[config.mk]
export PLATFORM = sky130hd
export DESIGN_NAME = eeprom_rdseq
export DESIGN_NICKNAME = d
export VERILOG_FILES = /design/src/rtl/rdseq_pkg.sv /design/src/rtl/rdseq_req_latch.sv /design/src/rtl/rdseq_ctrl.sv /design/src/rtl/rdseq_result.sv /design/src/rtl/eeprom_rdseq.sv
export SDC_FILE = /design/constraint.sdc
export NUM_CORES = 1
export LEC_CHECK = 0
export BUFFER_PORTS_ARGS = -buffer_cell sky130_fd_sc_hd__buf_2
export CAP_MARGIN = 15
export CORE_ASPECT_RATIO = 0.7
export CORE_UTILIZATION = 44
export CTS_CLUSTER_DIAMETER = 60
export DETAILED_ROUTE_END_ITERATION = 10
export HOLD_SLACK_MARGIN = 0.1
export PLACE_DENSITY = 0.7
export SETUP_SLACK_MARGIN = 0.02
export SYNTH_ARGS = -nofsm -noshare
export SYNTH_HDL_FRONTEND = slang
export SYNTH_SLANG_ARGS = --single-unit
[constraint.sdc]
create_clock -name clk -period 1.4 [get_ports clk]
set_input_delay 0.07 -clock clk [delete_from_list [all_inputs] [get_ports clk]]
set_output_delay 0.07 -clock clk [all_outputs]
set_load 0.005 [all_outputs]
[src/rtl/rdseq_pkg.sv]
// Package rdseq_pkg: command codes sent to the byte engine and the
// sequence steps of the random-read controller.
package rdseq_pkg;
    typedef enum logic [2:0] {
        OP_START  = 3'd0,
        OP_RSTART = 3'd1,
        OP_WRITE  = 3'd2,
        OP_READ   = 3'd3,
        OP_ACK    = 3'd4,
        OP_STOP   = 3'd5
    } op_t;

    typedef enum logic [3:0] {
        STP_START, STP_DEVW, STP_AHI, STP_ALO, STP_RSTART,
        STP_DEVR, STP_RECV, STP_NACK, STP_STOP
    } step_t;

    typedef enum logic [1:0] {
        PH_IDLE, PH_ISSUE, PH_WAIT
    } phase_t;
endpackage

[src/rtl/rdseq_req_latch.sv]
// rdseq_req_latch: holds the accepted request and forms the byte that
// belongs to the current step.
// Assumes CS_W + 5 == DATA_W (4-bit control code, chip select, R/W bit)
// and ADDR_W > DATA_W.
module rdseq_req_latch
    import rdseq_pkg::*;
#(
    parameter int CS_W   = 3,
    parameter int ADDR_W = 12,
    parameter int DATA_W = 8
) (
    input  logic              clk,
    input  logic              rst_n,
    input  logic              load,
    input  logic [CS_W-1:0]   cs_in,
    input  logic [ADDR_W-1:0] addr_in,
    input  step_t             step,
    output logic [DATA_W-1:0] wdata
);
    localparam int HI_W = ADDR_W - DATA_W;
    localparam logic [3:0] CTRL_CODE = 4'b1010;

    logic [CS_W-1:0]   cs_q;
    logic [ADDR_W-1:0] addr_q;

    // Capture the request when the controller accepts it.
    always_ff @(posedge clk) begin
        if (!rst_n) begin
            cs_q   <= '0;
            addr_q <= '0;
        end else if (load) begin
            cs_q   <= cs_in;
            addr_q <= addr_in;
        end
    end

    // Choose the transmit byte for the step in progress.
    always_comb begin
        unique case (step)
            STP_DEVW: wdata = {CTRL_CODE, cs_q, 1'b0};
            STP_DEVR: wdata = {CTRL_CODE, cs_q, 1'b1};
            STP_AHI:  wdata = {{(DATA_W-HI_W){1'b0}}, addr_q[ADDR_W-1:DATA_W]};
            STP_ALO:  wdata = addr_q[DATA_W-1:0];
            default:  wdata = '0;
        endcase
    end
endmodule

[src/rtl/rdseq_ctrl.sv]
// rdseq_ctrl: steps through the random-read order. Each step issues a
// one-cycle command and then waits for the engine's completion pulse.
// A NACK after any transmitted byte sends the sequence straight to STOP.
// Assumes the engine pulses eng_done exactly once per command.
module rdseq_ctrl
    import rdseq_pkg::*;
(
    input  logic  clk,
    input  logic  rst_n,
    input  logic  start,
    input  logic  eng_done,
    input  logic  eng_ackstat,
    output logic  busy,
    output logic  cmd_valid,
    output op_t   cmd_op,
    output logic  cmd_ackbit,
    output step_t step,
    output logic  capture,
    output logic  fail,
    output logic  finish
);
    phase_t phase_q;
    step_t  step_q, step_nx;
    logic   is_tx, completing;

    assign step       = step_q;
    assign busy       = (phase_q != PH_IDLE);
    assign cmd_valid  = (phase_q == PH_ISSUE);
    assign completing = (phase_q == PH_WAIT) && eng_done;
    assign is_tx      = (step_q == STP_DEVW) || (step_q == STP_AHI) ||
                        (step_q == STP_ALO)  || (step_q == STP_DEVR);
    assign fail       = completing && is_tx && eng_ackstat;
    assign capture    = completing && (step_q == STP_RECV);
    assign finish     = completing && (step_q == STP_STOP);
    assign cmd_ackbit = (step_q == STP_NACK);

    // Map each step to its engine command code.
    always_comb begin
        unique case (step_q)
            STP_START:  cmd_op = OP_START;
            STP_RSTART: cmd_op = OP_RSTART;
            STP_RECV:   cmd_op = OP_READ;
            STP_NACK:   cmd_op = OP_ACK;
            STP_STOP:   cmd_op = OP_STOP;
            default:    cmd_op = OP_WRITE;
        endcase
    end

    // Choose the following step, or skip to STOP on a missing ACK.
    always_comb begin
        unique case (step_q)
            STP_START:  step_nx = STP_DEVW;
            STP_DEVW:   step_nx = STP_AHI;
            STP_AHI:    step_nx = STP_ALO;
            STP_ALO:    step_nx = STP_RSTART;
            STP_RSTART: step_nx = STP_DEVR;
            STP_DEVR:   step_nx = STP_RECV;
            STP_RECV:   step_nx = STP_NACK;
            default:    step_nx = STP_STOP;
        endcase
        if (fail) step_nx = STP_STOP;
    end

    // Advance phase and step on acceptance, issue and completion.
    always_ff @(posedge clk) begin
        if (!rst_n) begin
            phase_q <= PH_IDLE;
            step_q  <= STP_START;
        end else begin
            unique case (phase_q)
                PH_IDLE: if (start) begin
                    phase_q <= PH_ISSUE;
                    step_q  <= STP_START;
                end
                PH_ISSUE: phase_q <= PH_WAIT;
                default: if (eng_done) begin
                    if (step_q == STP_STOP) phase_q <= PH_IDLE;
                    else begin
                        phase_q <= PH_ISSUE;
                        step_q  <= step_nx;
                    end
                end
            endcase
        end
    end
endmodule

[src/rtl/rdseq_result.sv]
// rdseq_result: keeps the received byte and the error flag, and forms
// the one-cycle done pulse. Both outputs clear when a new request is
// accepted and keep their values after done.
module rdseq_result #(
    parameter int DATA_W = 8
) (
    input  logic              clk,
    input  logic              rst_n,
    input  logic              load,
    input  logic              capture,
    input  logic              fail,
    input  logic              finish,
    input  logic [DATA_W-1:0] eng_rdata,
    output logic [DATA_W-1:0] rd_data,
    output logic              err,
    output logic              done
);
    // Update data, error and done from the controller's events.
    always_ff @(posedge clk) begin
        if (!rst_n) begin
            rd_data <= '0;
            err     <= 1'b0;
            done    <= 1'b0;
        end else begin
            done <= finish;
            if (load) begin
                rd_data <= '0;
                err     <= 1'b0;
            end
            if (capture) rd_data <= eng_rdata;
            if (fail)    err     <= 1'b1;
        end
    end
endmodule

[src/rtl/eeprom_rdseq.sv]
// eeprom_rdseq: random read of one byte from a serial EEPROM with a
// two-byte word address, built on a byte-level bus master engine.
// Assumes one eng_done pulse per command and eng_ackstat valid with it.
module eeprom_rdseq
    import rdseq_pkg::*;
#(
    parameter int CS_W   = 3,
    parameter int ADDR_W = 12,
    parameter int DATA_W = 8
) (
    input  logic              clk,
    input  logic              rst_n,
    input  logic              req_valid,
    input  logic [CS_W-1:0]   req_cs,
    input  logic [ADDR_W-1:0] req_addr,
    output logic              busy,
    output logic              done,
    output logic              err,
    output logic [DATA_W-1:0] rd_data,
    output logic              cmd_valid,
    output logic [2:0]        cmd_op,
    output logic [DATA_W-1:0] cmd_wdata,
    output logic              cmd_ackbit,
    input  logic              eng_done,
    input  logic              eng_ackstat,
    input  logic [DATA_W-1:0] eng_rdata
);
    logic  load, capture, fail, finish;
    step_t step;
    op_t   op;

    assign load   = req_valid && !busy;
    assign cmd_op = op;

    rdseq_ctrl i_ctrl (
        .clk(clk), .rst_n(rst_n), .start(load), .eng_done(eng_done),
        .eng_ackstat(eng_ackstat), .busy(busy), .cmd_valid(cmd_valid),
        .cmd_op(op), .cmd_ackbit(cmd_ackbit), .step(step),
        .capture(capture), .fail(fail), .finish(finish)
    );

    rdseq_req_latch #(.CS_W(CS_W), .ADDR_W(ADDR_W), .DATA_W(DATA_W)) i_latch (
        .clk(clk), .rst_n(rst_n), .load(load), .cs_in(req_cs),
        .addr_in(req_addr), .step(step), .wdata(cmd_wdata)
    );

    rdseq_result #(.DATA_W(DATA_W)) i_result (
        .clk(clk), .rst_n(rst_n), .load(load), .capture(capture),
        .fail(fail), .finish(finish), .eng_rdata(eng_rdata),
        .rd_data(rd_data), .err(err), .done(done)
    );
endmodule

# Word level (Yosys, flattened, before mapping)
# Cells that the tools add are included.
[word_totals]
register_bits = 31
input_bits = 28
output_inout_bits = 24
elab_cells = 55
[op_classes]
n_eq_ne = 12
n_mux = 16
bitwise_logic = 1
reduce_logical = 19
[op_table]
columns = ["cell", "count"]
rows = [
  ["one-hot mux 8 bit (4 select lines)", 1],
  ["one-hot mux 4 bit (7 select lines)", 1],
  ["== test 4 x 3 -> 1 bit, second input constant", 4],
  ["two-way mux 4 bit", 4],
  ["two-way mux 8 bit", 2],
  ["one-hot mux 3 bit (5 select lines)", 1],
  ["== test 4 x 2 -> 1 bit, second input constant", 2],
  ["one-hot mux 4 bit (2 select lines)", 1],
  ["nonzero test 2 bit", 4],
  ["logical AND 1 bit", 6],
  ["== test 4 x 1 -> 1 bit, second input constant", 1],
  ["== test 4 bit, second input constant", 1],
  ["logical NOT 4 bit", 1],
  ["two-way mux 2 bit", 2],
  ["one-hot mux 2 bit (2 select lines)", 1],
  ["AND reduction 4 bit", 1],
  ["logical OR 1 bit", 3],
  ["two-way mux 1 bit", 3],
  ["nonzero test 3 bit", 1],
  ["== test 2 x 1 -> 1 bit, second input constant", 1],
  ["== test 2 bit, second input constant", 1],
  ["logical NOT 2 bit", 1],
  ["!= test 2 x 1 -> 1 bit, second input constant", 1],
  ["!= test 2 bit, second input constant", 1],
  ["3 further kinds", 3],
]

# Longest topological paths before layout
[logic_depth]
ltp_word = 10
depth_mapped = 6
depth_no_buf = 4

# Hierarchy
# Synthesis repeated with hierarchy kept, for this count alone.
[unflattened]
cells_unflattened = 166
hier_area_um2 = 1635.3
[modules_own_cells]
columns = ["module", "n_inst", "cells_per_inst", "area_per_inst_um2", "seq_area_each_um2"]
rows = [
  ["rdseq_req_latch", 1, 65, 730.7, 300.3],
  ["rdseq_ctrl", 1, 60, 473.0, 120.1],
  ["rdseq_result", 1, 40, 417.9, 200.2],
  ["eeprom_rdseq", 1, 1, 13.8, 0.0],
]

# Worst setup path before layout
# OpenSTA, ideal clock, no wires.
[synth_timing]
path_kind = "register to register"
start = "reg i_ctrl.phase_q[1]"
end = "reg i_ctrl.step_q[2] (netlist: i_ctrl.step[2])"
setup_time_ns = 0.124
t_arrival_ns = 1.281
t_required_ns = 1.276
setup_slack_ns = -0.005
path_stages_with_launch = 7
n_path_buf = 2
period_less_slack_ns = 1.405
cell_sequence = "dfxtp_1 -> buf_6 -> or3b_1 -> buf_6 -> o211a_4 -> a41oi_2 -> o22ai_1"
[synth_between]
elab_chain_len = 8
word_cells_on_any_way = 18
classes_between = "eq/ne (4); mux (4); bitwise (1); reduce/logical (9)"
[synth_lines]
columns = ["item", "line", "text"]
rows = [
  ["start, declared", "rdseq_ctrl.sv:22", "phase_t phase_q;"],
  ["start signal, assigned", "rdseq_ctrl.sv:67", "phase_q <= PH_IDLE;"],
  ["start signal, assigned", "rdseq_ctrl.sv:72", "phase_q <= PH_ISSUE;"],
  ["start signal, assigned", "rdseq_ctrl.sv:75", "PH_ISSUE: phase_q <= PH_WAIT;"],
  ["== test 2 bit", "rdseq_ctrl.sv:29", "assign completing = (phase_q == PH_WAIT) && eng_done;"],
  ["logical AND 1 bit", "rdseq_ctrl.sv:29", ""],
  ["logical AND 1 bit (2 in series)", "rdseq_ctrl.sv:32", "assign fail = completing && is_tx && eng_ackstat;"],
  ["two-way mux 4 bit", "rdseq_ctrl.sv:61", "if (fail) step_nx = STP_STOP;"],
  ["two-way mux 4 bit", "rdseq_ctrl.sv:77", "if (step_q == STP_STOP) phase_q <= PH_IDLE;"],
  ["two-way mux 4 bit", "rdseq_ctrl.sv:76", "default: if (eng_done) begin"],
  ["one-hot mux 4 bit (2 select lines)", "rdseq_ctrl.sv:70", "unique case (phase_q)"],
  ["end signal, assigned", "rdseq_ctrl.sv:80", "step_q <= step_nx;"],
  ["end, declared", "rdseq_ctrl.sv:23", "step_t step_q, step_nx;"],
]
# Parallel ways exist; a longest one is shown, timed or not. The select of a mux whose other input is x is not followed.
# A chain may end at the register's enable or synchronous reset.

# Worst setup path in the final report
[layout_timing]
start = "reg i_ctrl.step_q[3] (netlist: i_ctrl.step[3])"
end = "out cmd_wdata[1]"
[layout_between]
elab_chain_len = 2
word_cells_on_any_way = 5
classes_between = "eq/ne (4); mux (1)"
[layout_lines]
columns = ["item", "line", "text"]
rows = [
  ["== test 4 x 2 -> 1 bit, or another cell as far along", "rdseq_req_latch.sv:39", "unique case (step)"],
  ["one-hot mux 8 bit (4 select lines) (*)", "rdseq_req_latch.sv:39", ""],
  ["end, declared", "eeprom_rdseq.sv:22", "output logic [DATA_W-1:0] cmd_wdata,"],
]
# Every way passes the cells marked *; elsewhere a longest branch is shown, timed or not.

==> flow_metrics.py <==
metrics = {
    "clock_tree": {
        "cts_made_buffers": 5,
        "cts_sinks": 31,
        "cts.htree.levels": 2,
        "clk_pin_slew_worst_paths_ns": 0.07,
        "cts_max_path_buffers": 2,
        "clockRootBuffer": "clkbuf_8",
        "cts_tree": "done",
        "clock_latency_ns": 0.28,
    },
    "timing": {
        "fin_crit_sh_pct": 105.9,
        "worstMarginPinSlew_ns": 0.3356,
        "rsz0062_at_grt": "true",
        "fin_setup_tns_ns": -0.2955,
        "fin_ws_ns": -0.08219,
        "slew_headroom_pct": 77.53,
        "skew_ns": 0.005066,
        "fmax_mhz": 674.7,
        "drv_slew": 0,
        "hold_viol": 0,
        "fin_crit_ns": 1.482,
        "setup_viol": 7,
    },
    "layout": {
        "layout-drive-gt1-share_pct": 41.45,
        "fillCellCount": 223,
        "areaGrowthSynthToFinish_pct": 58.85,
        "fin_nets": 302,
        "antenna_cells": 0,
    },
    "power_and_ir_drop": {
        "p_seq_share_pct": 46.2,
        "p_comb_share_pct": 16.5,
        "p_switching_mw": 0.5096,
        "peakVddDrop_v": 0.0005309,
        "p_sw_share_pct": 24.73,
        "p_total_mw": 2.060,
        "p_clk_share_pct": 37.3,
        "power.leakage_nw": 1.086,
        "p_per_area_nw_per_um2": 849.6,
        "p_int_mw": 1.551,
    },
    "floorplan": {
        "start_util_pct": 47.21,
        "ios": 52,
        "rows": 17,
        "core-area_um2": 3233,
        "die_x_um": 72.40,
        "die_h_um": 51.28,
        "dieArea_um2": 3713,
    },
    "setup_path": {
        "worstPathRequired_ns": 1.33,
        "critPathLaunchType": "flop",
        "r2r-start": "i_ctrl.step[2]",
        "worst_setup_path_end_kind": "primary output",
        "cp-startpoint": "i_ctrl.step[3]",
        "max_stage_delay_ns": 0.34,
        "critPathMaxFanout": 7,
        "cp_cell_sequence": "buf_6 > nor4b_4 > a222oi_1 > inv_1 > buf_2",
        "cp.arrival_ns": 1.41,
        "setup.worst_path.class": "flop to primary output",
        "slowest_stage": "dfxtp_2",
        "r2r_setup_slack_ns": -0.03,
    },
    "place": {
        "io_buffer_count": 51,
        "routabilityCongestion": 0.8413,
        "pre_cts_slack_ns": -0.05288,
        "hpwl_um": 2573,
    },
    "detailed_routing": {
        "dr_total_vias": 1679,
        "drt_iter0_drc": 125,
        "post_drt_wl_per_cell_um": 14.37,
        "ant_nets": 0,
        "first_pass_iters": 6,
        "vias_per_cell": 5.214,
        "drc": 0,
        "routed_wl_um": 4628,
    },
    "min_path": {
        "worst_hold_path_type": "input pin to flop",
        "hp-start": "rst_n",
    },
    "synth": {
        "synth_area_um2": 1526,
        "synth_flop_cell": "dfxtp_1",
        "syn_nets": 209,
        "synth_top_area_share_pct": 40.66,
        "synth_cell_type_count": 40,
        "ys_seq_elements": 31,
        "synth_top_cell_by_area": "dfxtp_1",
        "synth-edff-count": 0,
        "async_flop_share_pct": 0,
        "synthCells": 181,
        "synth.area.top_cells": "dfxtp_1 (41%), a21boi_0 (11%), nand2_1 (11%), nand3_1 (3.6%), a222oi_1 (2.0%)",
        "avgSynthCellArea_um2": 8.434,
        "synth_common_cells": "nand2_1 (43), dfxtp_1 (31), a21boi_0 (23)",
        "seq_area_frac_synth_pct": 40.66,
        "yosysMostFrequentCell": "nand2_1",
        "yosys_warnings": 0,
    },
    "global_routing": {
        "grt.overflow.total": 0,
        "antenna_found_initial": 0,
        "grt_pass1_wl_um": 7548,
        "grt.total_usage_pct": 27.42,
        "grt_pass1_vias": 1601,
        "grt_max_degree": 22,
    },
    "outcome": {
        "status": "finished, violations left",
        "violations": "setup timing",
    },
    "flow_run": {
        "maxCapViolCount": 0,
    },
}
-- cells by family after synthesis --
| kind of cell | share of synthesized area (%) |
|---|---|
| DFF | 40.66 |
| and+or+nand+nor | 27.79 |
| AOI/OAI and AO/OA | 23.77 |
| muxes | 0.7377 |
| buffers and inverters | 7.048 |
-- per-layer routing --
layer	part of all wire [%]	vias up	track usage (%)
met1	43	787	32.97
li1	-	811	-
met3	5.2	15	6.509
met5	0	-	0
met4	2.8	0	13.40
met2	49	66	46.11
-- worst max-delay path, delay by kind of cell (launching register included) --
kind / cells / cell delay [ns]
AO/OA/AOI/OAI: 1 / 0.14
buffers and inverters: 3 / 0.33
flip-flops: 1 / 0.34
AND/OR/NAND/NOR: 1 / 0.32
-- through the flow --
stage	utilization [%]	hold slack, ns	cell area [um^2]	cells
after floorplan	-	0.2049	1526	181
final	75.00	0.1524	2425	322
after global placement	58.40	0.3227	1888	281
after CTS	72.91	0.1461	2357	321
after global routing	75.00	0.1508	2425	322
after detailed placement	58.40	0.3218	1888	281
-- path summary, 6_finish.rpt --
path                                            end  depth (start not counted)
worst max-delay path                   cmd_wdata[1]                          5
worst max register to register       i_ctrl.step[2]                          6
worst min-delay path            i_result.rd_data[6]                          2
worst min register to register         i_result.err                          2
-- final cells by class --
class	instances	area, um^2	share of cell area (%)
timing repair buffer	100	716.9	29.57
tap	47	58.81	2.425
clock buffer	8	100.1	4.128
sequential	31	634.4	26.16
inverter	6	22.52	0.9288
multi-input combinational	130	892.1	36.79
-- repair_timing --
action,in CTS,in global routing
hold buffers,24,0
pin swaps,7,8
setup endpoints to repair,16,25
gates resized for setup,23,25
buffers inserted,8,1
hold endpoints to repair,24,0
-- registers in the layout (all words and copies together), names as in the netlist --
| name | cells |
|---|---|
| i_ctrl.phase_q | 2 |
| i_ctrl.step | 4 |
| i_latch.addr_q | 12 |
| i_latch.cs_q | 3 |
| i_result.done | 1 |
| i_result.err | 1 |
| i_result.rd_data | 8 |
-- power by group through the flow --
stage               Sequential, mW  Clock (mW)  Combinational [mW]
finish                       0.952       0.768               0.341
global route                 0.957       0.826               0.373
CTS                          0.948       0.779               0.318
detailed placement           0.971           0               0.255
global placement             0.970           0               0.254
floorplan                    0.959           0               0.164
-- layout by cell type, fill, tap and decap left out, types with 3 or more instances in the layout --
cell,instances
buf_2,50
nand2_1,41
dfxtp_1,26
dlygate4sd3_1,24
buf_4,20
a21boi_0,18
nand3_1,11
a21boi_1,7
clkbuf_8,7
buf_6,5
nor2_1,4
inv_1,4
a21o_1,4
a222oi_1,3
dfxtp_4,3
Power figures use the tool's default switching activity.
